--- config.mk ---
export PLATFORM = sky130hd
export DESIGN_NAME = tsw_hpi
export DESIGN_NICKNAME = d
export VERILOG_FILES = /design/src/rtl/tsw_hpi_pkg.sv /design/src/rtl/tsw_hpi_decode.sv /design/src/rtl/tsw_hpi_ctrl.sv /design/src/rtl/tsw_hpi_seq.sv /design/src/rtl/tsw_hpi.sv
export SDC_FILE = /design/constraint.sdc
export NUM_CORES = 1
export LEC_CHECK = 0
export ABC_AREA = 1
export BUFFER_PORTS_ARGS = -buffer_cell sky130_fd_sc_hd__buf_2
export CAP_MARGIN = 30
export CORE_ASPECT_RATIO = 0.9
export CORE_MARGIN = 2
export CORE_UTILIZATION = 45
export DETAILED_ROUTE_END_ITERATION = 16
export PLACE_DENSITY = 0.75
export SYNTH_ARGS = -nofsm -noshare
export SYNTH_HDL_FRONTEND = slang
export SYNTH_SLANG_ARGS = --single-unit
--- constraint.sdc ---
create_clock -name clk -period 1.09 [get_ports clk]
set_input_delay 0.218 -clock clk [delete_from_list [all_inputs] [get_ports clk]]
set_output_delay 0.218 -clock clk [all_outputs]
set_load 0.005 [all_outputs]
--- src/rtl/tsw_hpi_pkg.sv ---
package tsw_hpi_pkg;

    typedef enum logic [1:0] {
        MEM_DATA = 2'b00,
        MEM_CHI  = 2'b10,
        MEM_CLO  = 2'b11
    } mem_sel_e;

    typedef enum logic {
        SEQ_IDLE = 1'b0,
        SEQ_WAIT = 1'b1
    } seq_st_e;

endpackage

--- src/rtl/tsw_hpi_decode.sv ---
module tsw_hpi_decode
    import tsw_hpi_pkg::*;
#(
    parameter int ADDR_W   = 6,
    parameter int STREAM_W = 3
) (
    input  logic [ADDR_W-1:0]   addr,
    input  logic [STREAM_W+1:0] page,
    output logic                is_ctrl,
    output logic [ADDR_W-2:0]   chan,
    output logic [STREAM_W-1:0] stream,
    output mem_sel_e            msel
);
    localparam int CHAN_W = ADDR_W - 1;

    logic [1:0] mem_field;

    always_comb begin
        is_ctrl   = ~addr[ADDR_W-1];
        chan      = addr[CHAN_W-1:0];
        stream    = page[STREAM_W-1:0];
        mem_field = page[STREAM_W+1:STREAM_W];
        case (mem_field)
            2'b10:   msel = MEM_CHI;
            2'b11:   msel = MEM_CLO;
            default: msel = MEM_DATA;
        endcase
    end

endmodule

--- src/rtl/tsw_hpi_ctrl.sv ---
module tsw_hpi_ctrl #(
    parameter int DATA_W = 8
) (
    input  logic              clk,
    input  logic              rst_n,
    input  logic              we,
    input  logic [DATA_W-1:0] wdata,
    output logic [DATA_W-1:0] value
);
    typedef struct packed {
        logic [DATA_W-1:0] val;
    } ctrl_t;

    ctrl_t s_d, s_q;

    always_comb begin
        s_d = s_q;
        if (we) begin
            s_d.val = wdata;
        end
    end

    always_ff @(posedge clk) begin
        if (!rst_n) begin
            s_q <= '0;
        end else begin
            s_q <= s_d;
        end
    end

    assign value = s_q.val;

endmodule

--- src/rtl/tsw_hpi_seq.sv ---
module tsw_hpi_seq
    import tsw_hpi_pkg::*;
#(
    parameter int DATA_W   = 8,
    parameter int STREAM_W = 3,
    parameter int CHAN_W   = 5
) (
    input  logic                clk,
    input  logic                rst_n,
    input  logic                sel,
    input  logic                rd,
    input  logic                wr,
    input  logic                is_ctrl,
    input  mem_sel_e            msel,
    input  logic [STREAM_W-1:0] stream,
    input  logic [CHAN_W-1:0]   chan,
    input  logic [DATA_W-1:0]   wdata,
    input  logic [DATA_W-1:0]   ctrl_val,
    input  logic [DATA_W-1:0]   mem_rdata,
    input  logic                mem_ack,
    output logic                ctrl_we,
    output logic                busy,
    output logic                rd_req,
    output logic                wr_req,
    output mem_sel_e            mem_sel,
    output logic [STREAM_W-1:0] mem_stream,
    output logic [CHAN_W-1:0]   mem_chan,
    output logic [DATA_W-1:0]   mem_wdata,
    output logic [DATA_W-1:0]   rdata
);
    typedef struct packed {
        seq_st_e             st;
        logic                rd_req;
        logic                wr_req;
        mem_sel_e            msel;
        logic [STREAM_W-1:0] stream;
        logic [CHAN_W-1:0]   chan;
        logic [DATA_W-1:0]   wdat;
        logic [DATA_W-1:0]   rdat;
    } seq_t;

    seq_t s_d, s_q;
    logic go;
    logic go_wr;

    always_comb begin
        s_d     = s_q;
        ctrl_we = 1'b0;
        go      = sel && (rd || wr) && (s_q.st == SEQ_IDLE);
        go_wr   = wr;
        case (s_q.st)
            SEQ_IDLE: begin
                if (go) begin
                    if (is_ctrl) begin
                        if (go_wr) begin
                            ctrl_we = 1'b1;
                        end else begin
                            s_d.rdat = ctrl_val;
                        end
                    end else if (go_wr) begin
                        if (msel != MEM_DATA) begin
                            s_d.st     = SEQ_WAIT;
                            s_d.wr_req = 1'b1;
                            s_d.msel   = msel;
                            s_d.stream = stream;
                            s_d.chan   = chan;
                            s_d.wdat   = wdata;
                        end
                    end else begin
                        s_d.st     = SEQ_WAIT;
                        s_d.rd_req = 1'b1;
                        s_d.msel   = msel;
                        s_d.stream = stream;
                        s_d.chan   = chan;
                    end
                end
            end
            SEQ_WAIT: begin
                if (mem_ack) begin
                    s_d.st     = SEQ_IDLE;
                    s_d.rd_req = 1'b0;
                    s_d.wr_req = 1'b0;
                    if (s_q.rd_req) begin
                        s_d.rdat = mem_rdata;
                    end
                end
            end
            default: s_d.st = SEQ_IDLE;
        endcase
    end

    always_ff @(posedge clk) begin
        if (!rst_n) begin
            s_q      <= '0;
            s_q.st   <= SEQ_IDLE;
            s_q.msel <= MEM_DATA;
        end else begin
            s_q <= s_d;
        end
    end

    assign busy       = (s_q.st == SEQ_WAIT);
    assign rd_req     = s_q.rd_req;
    assign wr_req     = s_q.wr_req;
    assign mem_sel    = s_q.msel;
    assign mem_stream = s_q.stream;
    assign mem_chan   = s_q.chan;
    assign mem_wdata  = s_q.wdat;
    assign rdata      = s_q.rdat;

endmodule

--- src/rtl/tsw_hpi.sv ---
module tsw_hpi
    import tsw_hpi_pkg::*;
#(
    parameter int ADDR_W   = 6,
    parameter int DATA_W   = 8,
    parameter int STREAM_W = 3
) (
    input  logic                clk,
    input  logic                rst_n,
    input  logic                sel,
    input  logic                rd,
    input  logic                wr,
    input  logic [ADDR_W-1:0]   addr,
    input  logic [DATA_W-1:0]   wdata,
    output logic [DATA_W-1:0]   rdata,
    output logic                busy,
    output logic                mem_rd_req,
    output logic                mem_wr_req,
    output logic [1:0]          mem_sel,
    output logic [STREAM_W-1:0] mem_stream,
    output logic [ADDR_W-2:0]   mem_chan,
    output logic [DATA_W-1:0]   mem_wdata,
    input  logic [DATA_W-1:0]   mem_rdata,
    input  logic                mem_ack
);
    localparam int CHAN_W = ADDR_W - 1;
    localparam int PAGE_W = STREAM_W + 2;

    logic [DATA_W-1:0]   ctrl_val;
    logic                ctrl_we;
    logic                is_ctrl;
    logic [CHAN_W-1:0]   dec_chan;
    logic [STREAM_W-1:0] dec_stream;
    mem_sel_e            dec_msel;
    mem_sel_e            seq_msel;

    tsw_hpi_decode #(
        .ADDR_W  (ADDR_W),
        .STREAM_W(STREAM_W)
    ) u_decode (
        .addr   (addr),
        .page   (ctrl_val[PAGE_W-1:0]),
        .is_ctrl(is_ctrl),
        .chan   (dec_chan),
        .stream (dec_stream),
        .msel   (dec_msel)
    );

    tsw_hpi_ctrl #(
        .DATA_W(DATA_W)
    ) u_ctrl (
        .clk  (clk),
        .rst_n(rst_n),
        .we   (ctrl_we),
        .wdata(wdata),
        .value(ctrl_val)
    );

    tsw_hpi_seq #(
        .DATA_W  (DATA_W),
        .STREAM_W(STREAM_W),
        .CHAN_W  (CHAN_W)
    ) u_seq (
        .clk       (clk),
        .rst_n     (rst_n),
        .sel       (sel),
        .rd        (rd),
        .wr        (wr),
        .is_ctrl   (is_ctrl),
        .msel      (dec_msel),
        .stream    (dec_stream),
        .chan      (dec_chan),
        .wdata     (wdata),
        .ctrl_val  (ctrl_val),
        .mem_rdata (mem_rdata),
        .mem_ack   (mem_ack),
        .ctrl_we   (ctrl_we),
        .busy      (busy),
        .rd_req    (mem_rd_req),
        .wr_req    (mem_wr_req),
        .mem_sel   (seq_msel),
        .mem_stream(mem_stream),
        .mem_chan  (mem_chan),
        .mem_wdata (mem_wdata),
        .rdata     (rdata)
    );

    assign mem_sel = seq_msel;

endmodule

* Word-level counts from Yosys, hierarchy flattened
Index checks and enable logic that the tools add are counted.
Storage, ports and cells: flip-flop bits (word level) 37, input bits 28, output and inout port bits 29
Operators by class: equal/unequal tests 11, muxes and demuxes 21, bitwise operators 1, reductions and logical operators 9
Operators with widths (count):
- $mux W8 | 5
- $mux W29 | 1
- $mux W21 | 1
- $mux W19 | 1
- $pmux W8 S2 | 1
- $reduce_and A5 Y1 | 3
- $ne A2 B2 Y1 const B | 7
- $mux W10 | 1
- $mux W1 | 8
- $reduce_and A4 Y1 | 2
- $pmux W3 S2 | 1
- $eq A2 B2 Y1 const B | 2
- $ne A2 B1 Y1 const B | 2
- $pmux W2 S2 | 1
- $mux W3 | 1
- $logic_and A1 B1 Y1 | 2
- $reduce_bool A2 Y1 | 1
- $logic_or A1 B1 Y1 | 1
- $not A1 Y1 | 1

* Depth between registers and ports, before layout
depth in word-level cells 8, mapped depth 9, gate-level depth less buffers 8

* Modules after synthesis
A second synthesis with hierarchy kept.
Second synthesis, totals: cell total of the unflattened synthesis 279, area total of the unflattened synthesis 1864.3 um2
By module, submodules not included:
- tsw_hpi_seq | times used 1, cells an instance 216, area an instance 1432.6 um2, sequential area each 580.6 um2
- tsw_hpi_ctrl | times used 1, cells an instance 51, area an instance 356.6 um2, sequential area each 160.2 um2
- tsw_hpi_decode | times used 1, cells an instance 12, area an instance 75.1 um2, sequential area each 0.0 um2

* Least setup slack after synthesis
Ideal clock, no wire load.
path kind register to register, start register u_seq.s_q (netlist bit u_seq.busy), end register u_seq.s_q (netlist bit u_seq.rdata[0]), library setup time 113 ps, arrival time 1027 ps, path slack -50 ps, cell stages (with the launch flop) 8, buffers on the path 2, clock period less this slack 1140 ps, cells stage by stage dfxtp_1 buf_6 nand2_1 nand2_1 nand3_4 buf_6 nor2_1 nor2_1
On the way: cells in the longest elaborated chain, start to end 4, elaborated cells on any way between the ends 9
RTL lines:
- start, declared | line tsw_hpi_seq.sv:42 | seq_t s_d, s_q;
- $not A1 Y1 (no line)
- $logic_and A1 B1 Y1 | line tsw_hpi_seq.sv:49 | go = sel && (rd || wr) && (s_q.st == SEQ_IDLE);
- $ne A2 B1 Y1 (no line)
- $reduce_and A5 Y1 (no line)
Parallel ways exist; a longest one is shown, timed or not. A chain may end at the register's enable or synchronous reset.

* Worst setup path in the final report
start register u_seq.s_q (netlist bit u_seq.busy), end output port busy
RTL lines:
- end, declared | line tsw_hpi.sv:16 | output logic busy,
No word-level cell between the ends.

==> flow_metrics.tcl <==
set metrics [dict create \
    cts_root_buffer "sky130_fd_sc_hd__clkbuf_8" \
    report.final.setup_viol 8 \
    final_cell_area_um2 2380 \
    area_delta_synth_final_pct 37.6 \
    finalWeightedCongestion 0.916 \
    yosysWarnings 0 \
    synth-seq-area-share_pct 42.8 \
    setup_tns_ns -0.0935 \
    edff_count_synth 0 \
    combPwrFrac_pct 16.7 \
    coreArea_um2 3700 \
    grt_antenna_before_repair 0 \
    routed_wire_length_per_instance_um 11.3 \
    post_synth_inst_count 242 \
    cts_buffers 5 \
    globalRouteOverflowTotal 0 \
    timing.critical_path.fanout_max 4 \
    postRouteAntennaNets 0 \
    layout_worst_path_cycle_share_pct 104 \
    maximum_resistive_drop_on_vdd_v 0.000661 \
    timing.final.ws_setup_ns -0.0454 \
    drt_iter0_markers 73 \
    crit_slowest_cell "sky130_fd_sc_hd__dfxtp_4" \
    groute.usage.overall_pct 18.9 \
    via_per_inst 4.73 \
    syn-num-nets 270 \
    clock_sinks 37 \
    crit_chain "buf_6, buf_2" \
    hold_path.class "primary input to flop" \
    floorplan.die.width_um 69.3 \
    status "finished, violations left" \
    initial_utilization_pct 46.7 \
    number_of_optimization_iterations_in_the_first_detailed_route_pass 4 \
    fmaxAchievable_mhz 881 \
    rsz_0062_raised_after_global_routing "true" \
    die_height_um 62.8 \
    tritoncts "yes" \
    clk-insertion-delay-late_ns 0.29 \
    placed_cell_area_um2 2140 \
    routed_wirelength_um 4140 \
    power_frac_clock_pct 33.1 \
    vias 1733 \
    slew_headroom_pct 79.9 \
    dp.cells 356 \
    max_incr_delay_on_cp_ns 0.38 \
    setup.worst_path.start_class "flop" \
    io_pins 57 \
    port_buffers 56 \
    h-tree-depth 2 \
    synth_area_um2 1730 \
    tightestPinTransition_ns 0.302 \
    hold_slack_ns 0.204 \
    max_cap_viol_count 0 \
    max-clock-path-buffers 2 \
    timing.final.hold_violations 0 \
    critPathTopFamily "flip-flops" \
    timing.critical_path.buf_inv 2 \
    detailedPlacementHpwl_um 2910 \
    timing.critical_path.required_ns 0.87 \
    finalNetCount 348 \
    failed_checks "setup timing" \
    rows 21 \
    drc 0 \
    sw_frac_of_total_pct 26.1 \
    worst_setup_path_end_kind "primary output" \
    first_global_vias 1463 \
    cts.hold.buffers_added 0 \
    nFillCells 331 \
    die_area_um2 4350 \
    seq_power_share_pct 50.2 \
    static-leakage-power_nw 1.26 \
    final.setup_skew_ns 0.00565 \
    timing.final.crit_period_ns 1.14 \
    synth_async_sr_flop_share_pct 0 \
    finalMaxSlewViolations 0 \
    p_per_area_nw_per_um2 1210 \
    largest_net_degree_at_the_start_of_global_routing 20 \
    number_of_antenna_cells_inserted 0 \
    synth_cell_types 24 \
    stdcell_count 366 \
    intPower_mw 2.12 \
    synth-seq-cells 37 \
    finalPower_mw 2.87 \
    power.net_switching_uw 749 \
    grt_pass1_wl_um 6520 \
    synth_top_flop_cell "sky130_fd_sc_hd__dfxtp_1" \
    post_synth.cell_area_avg_um2 7.15 \
    drive_above_1_share_pct 37.5 \
    cts.clk_slew.worst_paths_ns 0.07 \
    worst-endpoint-arrival_ns 0.92 \
    setup.worst_path.class "flop to primary output" \
]
[area by class of cell]
type                            count  area [um2]  share of cell area, %
Inverter                           24         108                   4.52
Tap cell                           46        57.6                   2.42
Sequential cell                    37         748                   31.4
Timing Repair Buffer               79         473                   19.9
Multi-Input combinational cell    173         907                   38.1
Clock buffer                        7        86.3                   3.63
[cells in the mapped netlist (2+ instances only)]
cell type | instances | area share [%]
sky130_fd_sc_hd__inv_1 | 20 | 4.3
sky130_fd_sc_hd__nand2_1 | 62 | 13
sky130_fd_sc_hd__nand2_4 | 3 | 2.0
sky130_fd_sc_hd__buf_6 | 2 | 1.3
sky130_fd_sc_hd__inv_2 | 2 | 0.43
sky130_fd_sc_hd__o21ai_0 | 9 | 2.6
sky130_fd_sc_hd__buf_12 | 2 | 2.3
sky130_fd_sc_hd__nand3_1 | 17 | 4.9
sky130_fd_sc_hd__nand3b_1 | 9 | 3.9
sky130_fd_sc_hd__a21oi_1 | 12 | 3.5
sky130_fd_sc_hd__nor2_1 | 52 | 11
sky130_fd_sc_hd__buf_2 | 4 | 1.2
sky130_fd_sc_hd__dfxtp_1 | 37 | 43
[worst reg2reg max path, cell delays in order (launching register included)]
cell,delay (ns)
sky130_fd_sc_hd__dfxtp_4,0.37
sky130_fd_sc_hd__buf_6,0.14
sky130_fd_sc_hd__nor3_4,0.15
sky130_fd_sc_hd__buf_6,0.13
sky130_fd_sc_hd__nand2_4,0.06
sky130_fd_sc_hd__inv_8,0.08
sky130_fd_sc_hd__nor2_1,0.05
sky130_fd_sc_hd__nor2_1,0.08
[cell usage in the layout, fill, tap and decap left out]
master                     synthesis  final
sky130_fd_sc_hd__inv_8             0      2
sky130_fd_sc_hd__nand3_1          17     16
sky130_fd_sc_hd__nor2_2            1      5
sky130_fd_sc_hd__dfxtp_4           0      2
sky130_fd_sc_hd__buf_4             1     16
sky130_fd_sc_hd__a21oi_1          12     12
sky130_fd_sc_hd__nand3b_1          9      9
sky130_fd_sc_hd__nor3_4            1      1
sky130_fd_sc_hd__dfxtp_1          37     35
sky130_fd_sc_hd__o21ai_1           0      1
sky130_fd_sc_hd__o21ai_0           9      8
sky130_fd_sc_hd__nand3_2           1      2
sky130_fd_sc_hd__nor2_4            1      4
sky130_fd_sc_hd__buf_6             2      6
sky130_fd_sc_hd__clkbuf_1          0      1
sky130_fd_sc_hd__nand2_2           1      6
sky130_fd_sc_hd__buf_2             4     57
sky130_fd_sc_hd__nand3_4           1      2
sky130_fd_sc_hd__nand2_8           0      1
sky130_fd_sc_hd__inv_4             1      1
sky130_fd_sc_hd__nand2_1          62     53
sky130_fd_sc_hd__clkbuf_8          0      6
sky130_fd_sc_hd__nor2_1           52     45
sky130_fd_sc_hd__nor3_1            1      1
sky130_fd_sc_hd__a21oi_2           1      1
sky130_fd_sc_hd__inv_1            20     19
sky130_fd_sc_hd__nand2_4           3      6
sky130_fd_sc_hd__inv_2             2      2
[cell families after synthesis]
kind of cell           after synthesis  synth area share, %
buffers and inverters               33                 10.9
flip-flops                          37                 42.8
AO/OA/AOI/OAI                       22                 6.58
AND/OR/NAND/NOR                    150                 39.7
[power by group through the flow]
stage / logic, mW / clock network (mW) / registers (mW)
2_1_floorplan: 0.268 / 0 / 1.47
3_3_place_gp: 0.420 / 0 / 1.47
3_5_place_dp: 0.426 / 0 / 1.47
4_1_cts: 0.440 / 0.983 / 1.44
5_1_grt: 0.528 / 1.05 / 1.45
6_report: 0.479 / 0.951 / 1.44
[per-layer routing]
layer | GRT usage [%] | vias up | wire (um)
li1 | - | 908 | -
met1 | 25.0 | 762 | 1980
met2 | 28.7 | 54 | 1840
met3 | 5.65 | 9 | 238
met4 | 7.84 | 0 | 78
met5 | 0 | - | 0
[sequential cells by signal, summed over array words and instances (netlist names)]
register          count
u_seq.rd_req          1
u_ctrl.value          8
u_seq.wr_req          1
u_seq.mem_sel         2
u_seq.busy            1
u_seq.mem_chan        5
u_seq.mem_wdata       8
u_seq.rdata           8
u_seq.mem_stream      3
[final timing paths]
| kind | startpoint | endpoint | slack, ns | cells after the start |
|---|---|---|---|---|
| setup / recovery | u_seq.busy | busy | -0.05 | 2 |
| hold reg to reg | u_seq.mem_sel[1] | u_seq.mem_sel[1] | 0.46 | 2 |
| hold / removal | wdata[7] | u_ctrl.value[7] | 0.20 | 3 |
| setup reg to reg | u_seq.busy | u_seq.mem_wdata[7] | -0.02 | 7 |
[through the flow]
stage	worst slack (ns)	utilization, %
6_report	-0.0454	64.2
5_1_grt	-0.0895	64.2
4_1_cts	-0.0166	60.9
3_5_place_dp	-0.0908	57.8
3_3_place_gp	-0.0486	57.8
2_1_floorplan	0.00591	-
[timing repair]
action | 4_1_cts | 5_1_grt
pin swaps | 3 | 8
endpoints found under the hold margin | 0 | 0
setup buffers | 0 | 1
gates cloned | 1 | 1
gates resized for setup | 4 | 33
endpoints found under the setup margin | 17 | 36
No activity file was read; power rests on OpenSTA's default activity.
